## src/rtl/arb_pkg.sv

```systemverilog
package arb_pkg;
  typedef enum logic [1:0] {
    ST_LOCAL    = 2'd0,
    ST_GNT_BUSY = 2'd1,
    ST_GNT_FREE = 2'd2,
    ST_EXTERNAL = 2'd3
  } arb_state_t;
endpackage

```

## src/rtl/arb_sync.sv

```systemverilog
module arb_sync #(
  parameter int          W       = 1,
  parameter int          STAGES  = 2,
  parameter logic [W-1:0] RST_VAL = '1
) (
  input  logic         clk,
  input  logic         rst_n,
  input  logic [W-1:0] d_i,
  output logic [W-1:0] q_o
);
  logic [W-1:0] chain [STAGES];

  for (genvar s = 0; s < STAGES; s++) begin : g_stage
    always_ff @(posedge clk or negedge rst_n) begin
      if (!rst_n)      chain[s] <= RST_VAL;
      else if (s == 0) chain[s] <= d_i;
      else             chain[s] <= chain[(s == 0) ? 0 : s-1];
    end
  end

  assign q_o = chain[STAGES-1];
endmodule

```

## src/rtl/arb_fsm.sv

```systemverilog
module arb_fsm
  import arb_pkg::*;
(
  input  logic clk,
  input  logic rst_n,
  input  logic req_s,
  input  logic ack_s,
  input  logic loc_busy_i,
  output logic bgnt_n_o,
  output logic own_o,
  output logic hold_o
);
  arb_state_t st_q, st_d;

  always_comb begin
    st_d = st_q;
    unique case (st_q)
      ST_LOCAL:    if (req_s) st_d = ST_GNT_BUSY;
      ST_GNT_BUSY: begin
        if (!req_s)          st_d = ST_LOCAL;
        else if (!loc_busy_i) st_d = ST_GNT_FREE;
      end
      ST_GNT_FREE: begin
        if (ack_s)       st_d = ST_EXTERNAL;
        else if (!req_s) st_d = ST_LOCAL;
      end
      ST_EXTERNAL: begin
        if (!ack_s) st_d = req_s ? ST_GNT_FREE : ST_LOCAL;
      end
      default:     st_d = ST_LOCAL;
    endcase
  end

  always_ff @(posedge clk or negedge rst_n) begin
    if (!rst_n) st_q <= ST_LOCAL;
    else        st_q <= st_d;
  end

  assign bgnt_n_o = !((st_q == ST_GNT_BUSY) || (st_q == ST_GNT_FREE));
  assign own_o    = (st_q == ST_LOCAL) || (st_q == ST_GNT_BUSY);
  assign hold_o   = (st_q != ST_LOCAL);

  // grant only follows a synchronized request
  a_r2_grant_after_req: assert property (@(posedge clk) disable iff (!rst_n)
    $fell(bgnt_n_o) |-> $past(req_s));

  // hold raised only in answer to a request
  a_r3_hold_after_req: assert property (@(posedge clk) disable iff (!rst_n)
    $rose(hold_o) |-> $past(req_s));

  // ownership never dropped during a local cycle
  a_r4_release_idle: assert property (@(posedge clk) disable iff (!rst_n)
    $fell(own_o) |-> !$past(loc_busy_i));

  // acknowledge after release removes grant and keeps drivers off
  a_r5_ack_drops_grant: assert property (@(posedge clk) disable iff (!rst_n)
    (st_q == ST_GNT_FREE && ack_s) |=> (bgnt_n_o && !own_o));

  // ownership only returns with both shared wires idle
  a_r7_return_idle: assert property (@(posedge clk) disable iff (!rst_n)
    $rose(own_o) |-> $past(!ack_s && !req_s));

  // acknowledge alone never moves the controller out of local ownership
  a_r9_stray_ack: assert property (@(posedge clk) disable iff (!rst_n)
    (st_q == ST_LOCAL && !req_s) |=> own_o && bgnt_n_o);
endmodule

```

## src/rtl/bus_arb_ctl.sv

```systemverilog
module bus_arb_ctl #(
  parameter int SYNC_STAGES = 2
) (
  input  logic clk,
  input  logic rst_n,
  input  logic breq_n_i,
  input  logic back_n_i,
  input  logic loc_busy_i,
  output logic bgnt_n_o,
  output logic own_o,
  output logic hold_o
);
  localparam int NWIRE = 2;

  logic [NWIRE-1:0] wire_raw_n, wire_sync_n;
  logic             req_s, ack_s;

  assign wire_raw_n = {back_n_i, breq_n_i};

  arb_sync #(.W(NWIRE), .STAGES(SYNC_STAGES), .RST_VAL('1)) u_sync (
    .clk   (clk),
    .rst_n (rst_n),
    .d_i   (wire_raw_n),
    .q_o   (wire_sync_n)
  );

  assign req_s = !wire_sync_n[0];
  assign ack_s = !wire_sync_n[1];

  arb_fsm u_fsm (
    .clk        (clk),
    .rst_n      (rst_n),
    .req_s      (req_s),
    .ack_s      (ack_s),
    .loc_busy_i (loc_busy_i),
    .bgnt_n_o   (bgnt_n_o),
    .own_o      (own_o),
    .hold_o     (hold_o)
  );
endmodule

```

## config.mk

```make
export PLATFORM = sky130hd
export DESIGN_NAME = bus_arb_ctl
export DESIGN_NICKNAME = d
export VERILOG_FILES = /design/src/rtl/arb_pkg.sv /design/src/rtl/arb_sync.sv /design/src/rtl/arb_fsm.sv /design/src/rtl/bus_arb_ctl.sv
export SDC_FILE = /design/constraint.sdc
export NUM_CORES = 1
export LEC_CHECK = 0
export ABC_AREA = 1
export ABC_CLOCK_PERIOD_IN_PS = 1600
export CAP_MARGIN = 0
export CORE_AREA = 3 3 40 42
export CTS_CLUSTER_DIAMETER = 40
export DETAILED_ROUTE_END_ITERATION = 10
export DIE_AREA = 0 0 43 45
export PLACE_DENSITY_LB_ADDON = 0.15
export REMOVE_ABC_BUFFERS = 1
export SLEW_MARGIN = 20
export SYNTH_ARGS = -nofsm -noshare
export SYNTH_HDL_FRONTEND = slang
export SYNTH_SLANG_ARGS = --single-unit
export TNS_END_PERCENT = 50
```

## constraint.sdc

```tcl
create_clock -name clk -period 1.6 [get_ports clk]
set_input_delay 0.32 -clock clk [delete_from_list [all_inputs] [get_ports clk]]
set_output_delay 0.32 -clock clk [all_outputs]
set_load 0.01 [all_outputs]
```

==> results of run 1 <==
cells in the mapped netlist:
| cell type | number |
|---|---|
| or2_2 | 1 |
| dfstp_2 | 4 |
| inv_1 | 9 |
| nor2_1 | 1 |
| nand2_2 | 1 |
| o21ai_0 | 1 |
| ha_1 | 5 |
| nor2_2 | 1 |
| o21ai_1 | 2 |
| nand2_1 | 10 |
| a21oi_1 | 1 |
| dfrtp_1 | 2 |
worst max-delay path, delay by kind of cell, from the launching register on:
kind	cells	cell delay [ns]
buffers and inverters	2	0.25
flip-flops	1	0.39
AND/OR/NAND/NOR	1	0.22
adder cells (fa/ha/maj)	1	0.15
what timing repair did:
item / 4_1_cts / 5_1_grt
pin swaps: 0 / 1
gates resized for setup: 8 / 10
hold buffers: 0 / 0
setup buffers: 1 / 1
setup endpoints to repair: 3 / 3
cells by family (layout without fill, tap and decap cells):
kind of cell | Yosys count | in the layout | share of synthesized area [%]
buf+inv | 9 | 28 | 10.2
flops | 6 | 6 | 46.8
fa+ha+maj | 5 | 5 | 18.9
compound gates | 4 | 4 | 6.03
simple gates | 14 | 14 | 18.1
worst max-delay path by stage:
stage,start,to,slack (ns)
floorplan,u_fsm.st_q[0],own_o,0.33
global placement,u_fsm.st_q[0],own_o,-0.08
detailed placement,u_fsm.st_q[0],own_o,-0.09
CTS,u_fsm.st_q[0],own_o,-0.05
global route,u_fsm.st_q[0],own_o,-0.008
finish,u_fsm.st_q[0],own_o,0.03
layer usage:
| layer | track usage (%) | routed length, microns |
|---|---|---|
| met1 | 7.32 | 247 |
| met2 | 11.4 | 285 |
| met3 | 1.59 | 41 |
| met4 | 7.23 | 0 |
| met5 | 0 | 0 |
power by group through the flow:
stage	clock, mW	combinational [mW]	sequential, mW
after floorplan	0	0.262	0.213
after global placement	0	0.565	0.206
after detailed placement	0	0.572	0.207
after CTS	0.162	0.586	0.201
after global routing	0.169	0.727	0.211
final	0.152	0.649	0.208
per-stage QoR:
| stage | cell area (sq um) | setup TNS, ns |
|---|---|---|
| floorplan | 332 | 0 |
| global placement | 465 | -0.107 |
| detailed placement | 465 | -0.129 |
| CTS | 500 | -0.107 |
| global route | 534 | -0.00777 |
| finish | 534 | 0 |
flip-flops by register name (all words and copies together), names as in the netlist:
signal and flops:
u_sync.q_o 2, u_fsm.st_q 2, u_sync.chain 2
area by class of cell:
| type | count | share of cell area [%] |
|---|---|---|
| Clock buffer | 4 | 4.92 |
| Tap cell | 15 | 3.51 |
| Multi-Input combinational cell | 23 | 31.9 |
| Inverter | 9 | 6.32 |
| Sequential cell | 6 | 29.0 |
| Timing Repair Buffer | 15 | 24.4 |
==> flow_metrics.env, run 1 <==
export IMPL_cts_made_buffers=3
export IMPL_ir_drop_mv=0.624
export IMPL_period_share_pct=98.2
export IMPL_power_density_mw_per_mm2=1890
export IMPL_initial_utilization_pct=25.8
export IMPL_antenna_found_initial=0
export IMPL_cp_end_kind="output port"
export IMPL_final_common_cell="nand2_1"
export IMPL_nets=68
export IMPL_fp_dieH_microns=45
export IMPL_layout_drive_gt1_share_pct=42.1
export IMPL_antenna_left=0
export IMPL_row_count=13
export IMPL_rr_startpoint="u_fsm.st_q[0]"
export IMPL_n_antenna_cell=0
export IMPL_internal_power_mw=0.647
export IMPL_cts_tree="done"
export IMPL_tightest_slew_ns=0.280
export IMPL_path_common_cell="buf_6"
export IMPL_grt_overflow_total=0
export IMPL_grt_pass1_vias=269
export IMPL_gp_congestion=0.635
export IMPL_combPwrFrac_pct=64.3
export IMPL_ys_types=12
export IMPL_place_hpwl_microns=474
export IMPL_net_switching_power_mw=0.362
export IMPL_r2r_end="u_fsm.st_q[1]"
export IMPL_clk_latency_ns=0.25
export IMPL_vias=278
export IMPL_path_cells="buf_6 -> ha_4 -> or2_4 -> buf_6"
export IMPL_drv_cap=0
export IMPL_crit_slowest_cell="dfrtp_1"
export IMPL_maxSlewViolCount=0
export IMPL_cts_root_buffer="clkbuf_4"
export IMPL_status="finished, final reports clean"
export IMPL_wire_per_inst_microns=7.99
export IMPL_cp_max_fo=2
export IMPL_fin_ws_ns=0.0290
export IMPL_cp_arrival_ns=1.25
export IMPL_stdcell_count=72
export IMPL_yosysTopAreaCell="dfstp_2"
export IMPL_cpPeakStageDelay_ns=0.39
export IMPL_io_buffer_count=7
export IMPL_hp_class="primary input to asynchronous set/reset pin"
export IMPL_place_inst=66
export IMPL_drt_initial_drc_count=1
export IMPL_fin_util_pct=41.6
export IMPL_core_sq_mm=0.00128
export IMPL_netlist_area_sq_um=332
export IMPL_switching_share_pct=35.9
export IMPL_worstPathRequired_ns=1.28
export IMPL_ff_latch_area_sq_um=155
export IMPL_grt_usage_pct=7.02
export IMPL_clk_path_buf_depth=2
export IMPL_ios=8
export IMPL_finalWirelength_microns=575
export IMPL_place_ws_ns=-0.0862
export IMPL_p_leak_nw=0.272
export IMPL_drcViolationCount=0
export IMPL_htree_levels=1
export IMPL_grt_max_degree=7
export IMPL_syn_inst=38
export IMPL_holdWs_ns=0.313
export IMPL_path_class="flip-flop to output port"
export IMPL_relSlewSlack_pct=81.3
export IMPL_fillers=135
export IMPL_clkPwrFrac_pct=15.1
export IMPL_dieArea_sq_mm=0.00194
export IMPL_fin_crit_ns=1.57
export IMPL_drt_first_pass_iters=4
export IMPL_cp_start_kind="flip-flop"
export IMPL_rr_worst_depth=10
export IMPL_rsz0062_at_grt="true"
export IMPL_die_width_microns=43
export IMPL_synth_top_cell_area_share_pct=31.7
export IMPL_area_growth_pct=61.1
export IMPL_setup_viol=0
export IMPL_yosysWarningCount=0
export IMPL_power_total_mw=1.01
export IMPL_max_freq_ghz=0.637
export IMPL_fin_worst_skew_ns=0.0104
export IMPL_synthTopCellsByArea="dfstp_2 (32%), ha_1 (19%), dfrtp_1 (15%)"
export IMPL_cts_sinks=6
export IMPL_grt_pass1_wl_microns=959
export IMPL_syn_avg_cell_area_sq_um=8.73
export IMPL_seq_power_share_pct=20.6
export IMPL_r2r_slack_ns=0.14
export IMPL_synth_ff_latch_count=6
export IMPL_multi_input_area_sq_um=170
export IMPL_seq_area_frac_synth_pct=46.8
export IMPL_layout_common_cells="nand2_1 (10), inv_1 (7), buf_4 (7), clkdlybuf4s50_1 (4), dfstp_2 (4)"
export IMPL_vias_per_cell=3.86
export IMPL_final_hold_violation_count=0
export IMPL_clkTransAtPathRegs_ns=0.05
(Power assumes the default switching activity.)
==> run 2, diff against run 1 <==
--- a/config.mk
+++ b/config.mk
@@ -9,3 +9,3 @@
 export ABC_CLOCK_PERIOD_IN_PS = 1600
-export CAP_MARGIN = 0
+export CAP_MARGIN = 10
 export CORE_AREA = 3 3 40 42
--- a/constraint.sdc
+++ b/constraint.sdc
@@ -3,2 +3,2 @@
 set_output_delay 0.32 -clock clk [all_outputs]
-set_load 0.01 [all_outputs]
+set_load 0.02 [all_outputs]
==> run 2 against run 1 <==
Compared with the run above:
- utilization down 3.4 points
- final cell count down 2.8%
- combinational power down 8.5%
- largest power group unchanged
- hold slack about the same
- register-to-register slack better by 0.20 ns
- critical path depth down 1
- maximum frequency up 2.3%
- wire length down 4.9%
==> flow_metrics.env, run 2 (synthesis gave the netlist of run 1 again) <==
export IMPL_layout_common_cells="nand2_1 (10), inv_1 (7), buf_4 (6), clkdlybuf4s50_1 (4), dfstp_2 (4)"
export IMPL_multi_input_area_sq_um=150
export IMPL_hp_class="primary input to asynchronous set/reset pin"
export IMPL_cp_max_fo=3
export IMPL_fin_worst_skew_ns=0.0104
export IMPL_place_hpwl_microns=474
export IMPL_power_total_mw=0.957
export IMPL_drt_first_pass_iters=1
export IMPL_io_buffer_count=7
export IMPL_path_buf_inv=1
export IMPL_combPwrFrac_pct=62.1
export IMPL_place_inst=66
export IMPL_drcViolationCount=0
export IMPL_n_antenna_cell=0
export IMPL_final_common_cell="nand2_1"
export IMPL_switching_share_pct=39.4
export IMPL_finalWirelength_microns=547
export IMPL_antenna_found_initial=0
export IMPL_ios=8
export IMPL_max_freq_ghz=0.651
export IMPL_internal_power_mw=0.580
export IMPL_cp_end_kind="output port"
export IMPL_worstPathRequired_ns=1.28
export IMPL_rsz0062_at_grt="false"
export IMPL_r2r_end="u_fsm.st_q[1]"
export IMPL_grt_overflow_total=0
export IMPL_grt_pass1_wl_microns=945
export IMPL_grt_usage_pct=6.94
export IMPL_ff_latch_area_sq_um=155
export IMPL_wire_per_inst_microns=7.81
export IMPL_path_cells="ha_2 -> or2_4 -> buf_6"
export IMPL_r2r_slack_ns=0.34
export IMPL_stdcell_count=70
export IMPL_gp_congestion=0.635
export IMPL_fp_dieH_microns=45
export IMPL_cts_sinks=6
export IMPL_clkTransAtPathRegs_ns=0.05
export IMPL_layout_drive_gt1_share_pct=41.8
export IMPL_relSlewSlack_pct=81.2
export IMPL_vias_per_cell=3.83
export IMPL_cts_tree="done"
export IMPL_area_growth_pct=47.9
export IMPL_setup_viol=0
export IMPL_clkPwrFrac_pct=15.9
export IMPL_core_sq_mm=0.00128
export IMPL_cts_root_buffer="clkbuf_4"
export IMPL_postCtsSetupBuffers=0
export IMPL_rr_worst_depth=9
export IMPL_vias=268
export IMPL_power_density_mw_per_mm2=1950
export IMPL_fin_crit_ns=1.54
export IMPL_clk_path_buf_depth=2
export IMPL_drv_cap=0
export IMPL_seq_power_share_pct=22.0
export IMPL_rr_startpoint="u_fsm.st_q[0]"
export IMPL_path_class="flip-flop to output port"
export IMPL_cts_made_buffers=3
export IMPL_p_leak_nw=0.256
export IMPL_grt_pass1_vias=264
export IMPL_die_width_microns=43
export IMPL_nets=66
export IMPL_period_share_pct=96.0
export IMPL_finalSetupTns_ns=0
export IMPL_holdWs_ns=0.313
export IMPL_net_switching_power_mw=0.377
export IMPL_status="finished, final reports clean"
export IMPL_crit_slowest_cell="dfrtp_1"
export IMPL_clk_latency_ns=0.25
export IMPL_grt_max_degree=7
export IMPL_initial_utilization_pct=25.8
export IMPL_htree_levels=1
export IMPL_cp_arrival_ns=1.22
export IMPL_cp_start_kind="flip-flop"
export IMPL_row_count=13
export IMPL_antenna_left=0
export IMPL_final_hold_violation_count=0
export IMPL_dieArea_sq_mm=0.00194
export IMPL_fillers=139
export IMPL_tightest_slew_ns=0.281
export IMPL_critical_path_top_delay_family="flip-flops"
export IMPL_drt_initial_drc_count=0
export IMPL_ir_drop_mv=0.550
export IMPL_cpPeakStageDelay_ns=0.40
export IMPL_maxSlewViolCount=0
## run 2: worst register-to-register path, delay by kind of cell, from the launching register on
family	cells	cell delay [ns]
DFF	1	0.38
and+or+nand+nor	5	0.30
adders and majority gates	1	0.22
buffers and inverters	2	0.18
AOI/OAI and AO/OA	1	0.06
## run 2: what timing repair did
item                       4_1_cts  5_1_grt
hold buffers                     0        0
setup endpoints to repair        3        3
gates resized for setup         11        8
## run 2: power by group through the flow
| stage | logic, mW | registers, mW | clock network [mW] |
|---|---|---|---|
| 3_5_place_dp | 0.621 | 0.207 | 0 |
| 4_1_cts | 0.578 | 0.206 | 0.162 |
| 6_report | 0.594 | 0.210 | 0.152 |
| 5_1_grt | 0.670 | 0.214 | 0.169 |
| 3_3_place_gp | 0.614 | 0.206 | 0 |
| 2_1_floorplan | 0.311 | 0.213 | 0 |
## run 2: worst max path at each step
stage                       start    end  slack (ns)  cells after the start
floorplan           u_fsm.st_q[0]  own_o        0.30                      3
global placement    u_fsm.st_q[0]  own_o       -0.14                      4
detailed placement  u_fsm.st_q[0]  own_o       -0.15                      4
CTS                 u_fsm.st_q[0]  own_o       -0.05                      4
global route        u_fsm.st_q[0]  own_o       0.009                      4
finish              u_fsm.st_q[0]  own_o        0.06                      3
## run 2: through the flow
step | setup slack [ns] | area (sq um) | utilization (%)
4_1_cts | -0.0518 | 483 | 37.6
3_5_place_dp | -0.146 | 465 | 36.2
2_1_floorplan | 0.300 | 332 | -
5_1_grt | 0.00934 | 490 | 38.2
3_3_place_gp | -0.136 | 465 | 36.2
6_report | 0.0640 | 490 | 38.2
## run 2: routing by layer
metal | up-vias | track usage [%] | wire length, microns
li1 | 147 | - | -
met1 | 114 | 7.32 | 230
met2 | 7 | 11.1 | 275
met3 | 0 | 1.59 | 41
met4 | 0 | 7.23 | 0
met5 | - | 0 | 0
## run 2: cell type report
type / count / area share, %
well taps: 15 / 3.83
flip-flops and latches: 6 / 31.6
multi-input cells: 23 / 30.6
repair buffers: 13 / 21.7
inverters: 9 / 6.89
clock buffers: 4 / 5.36
==> run 3, diff against run 2 <==
- CTS_CLUSTER_SIZE: unset -> 8
==> results of run 3 <==
The final DEF is identical to that of run 2; final timing and power are the same.
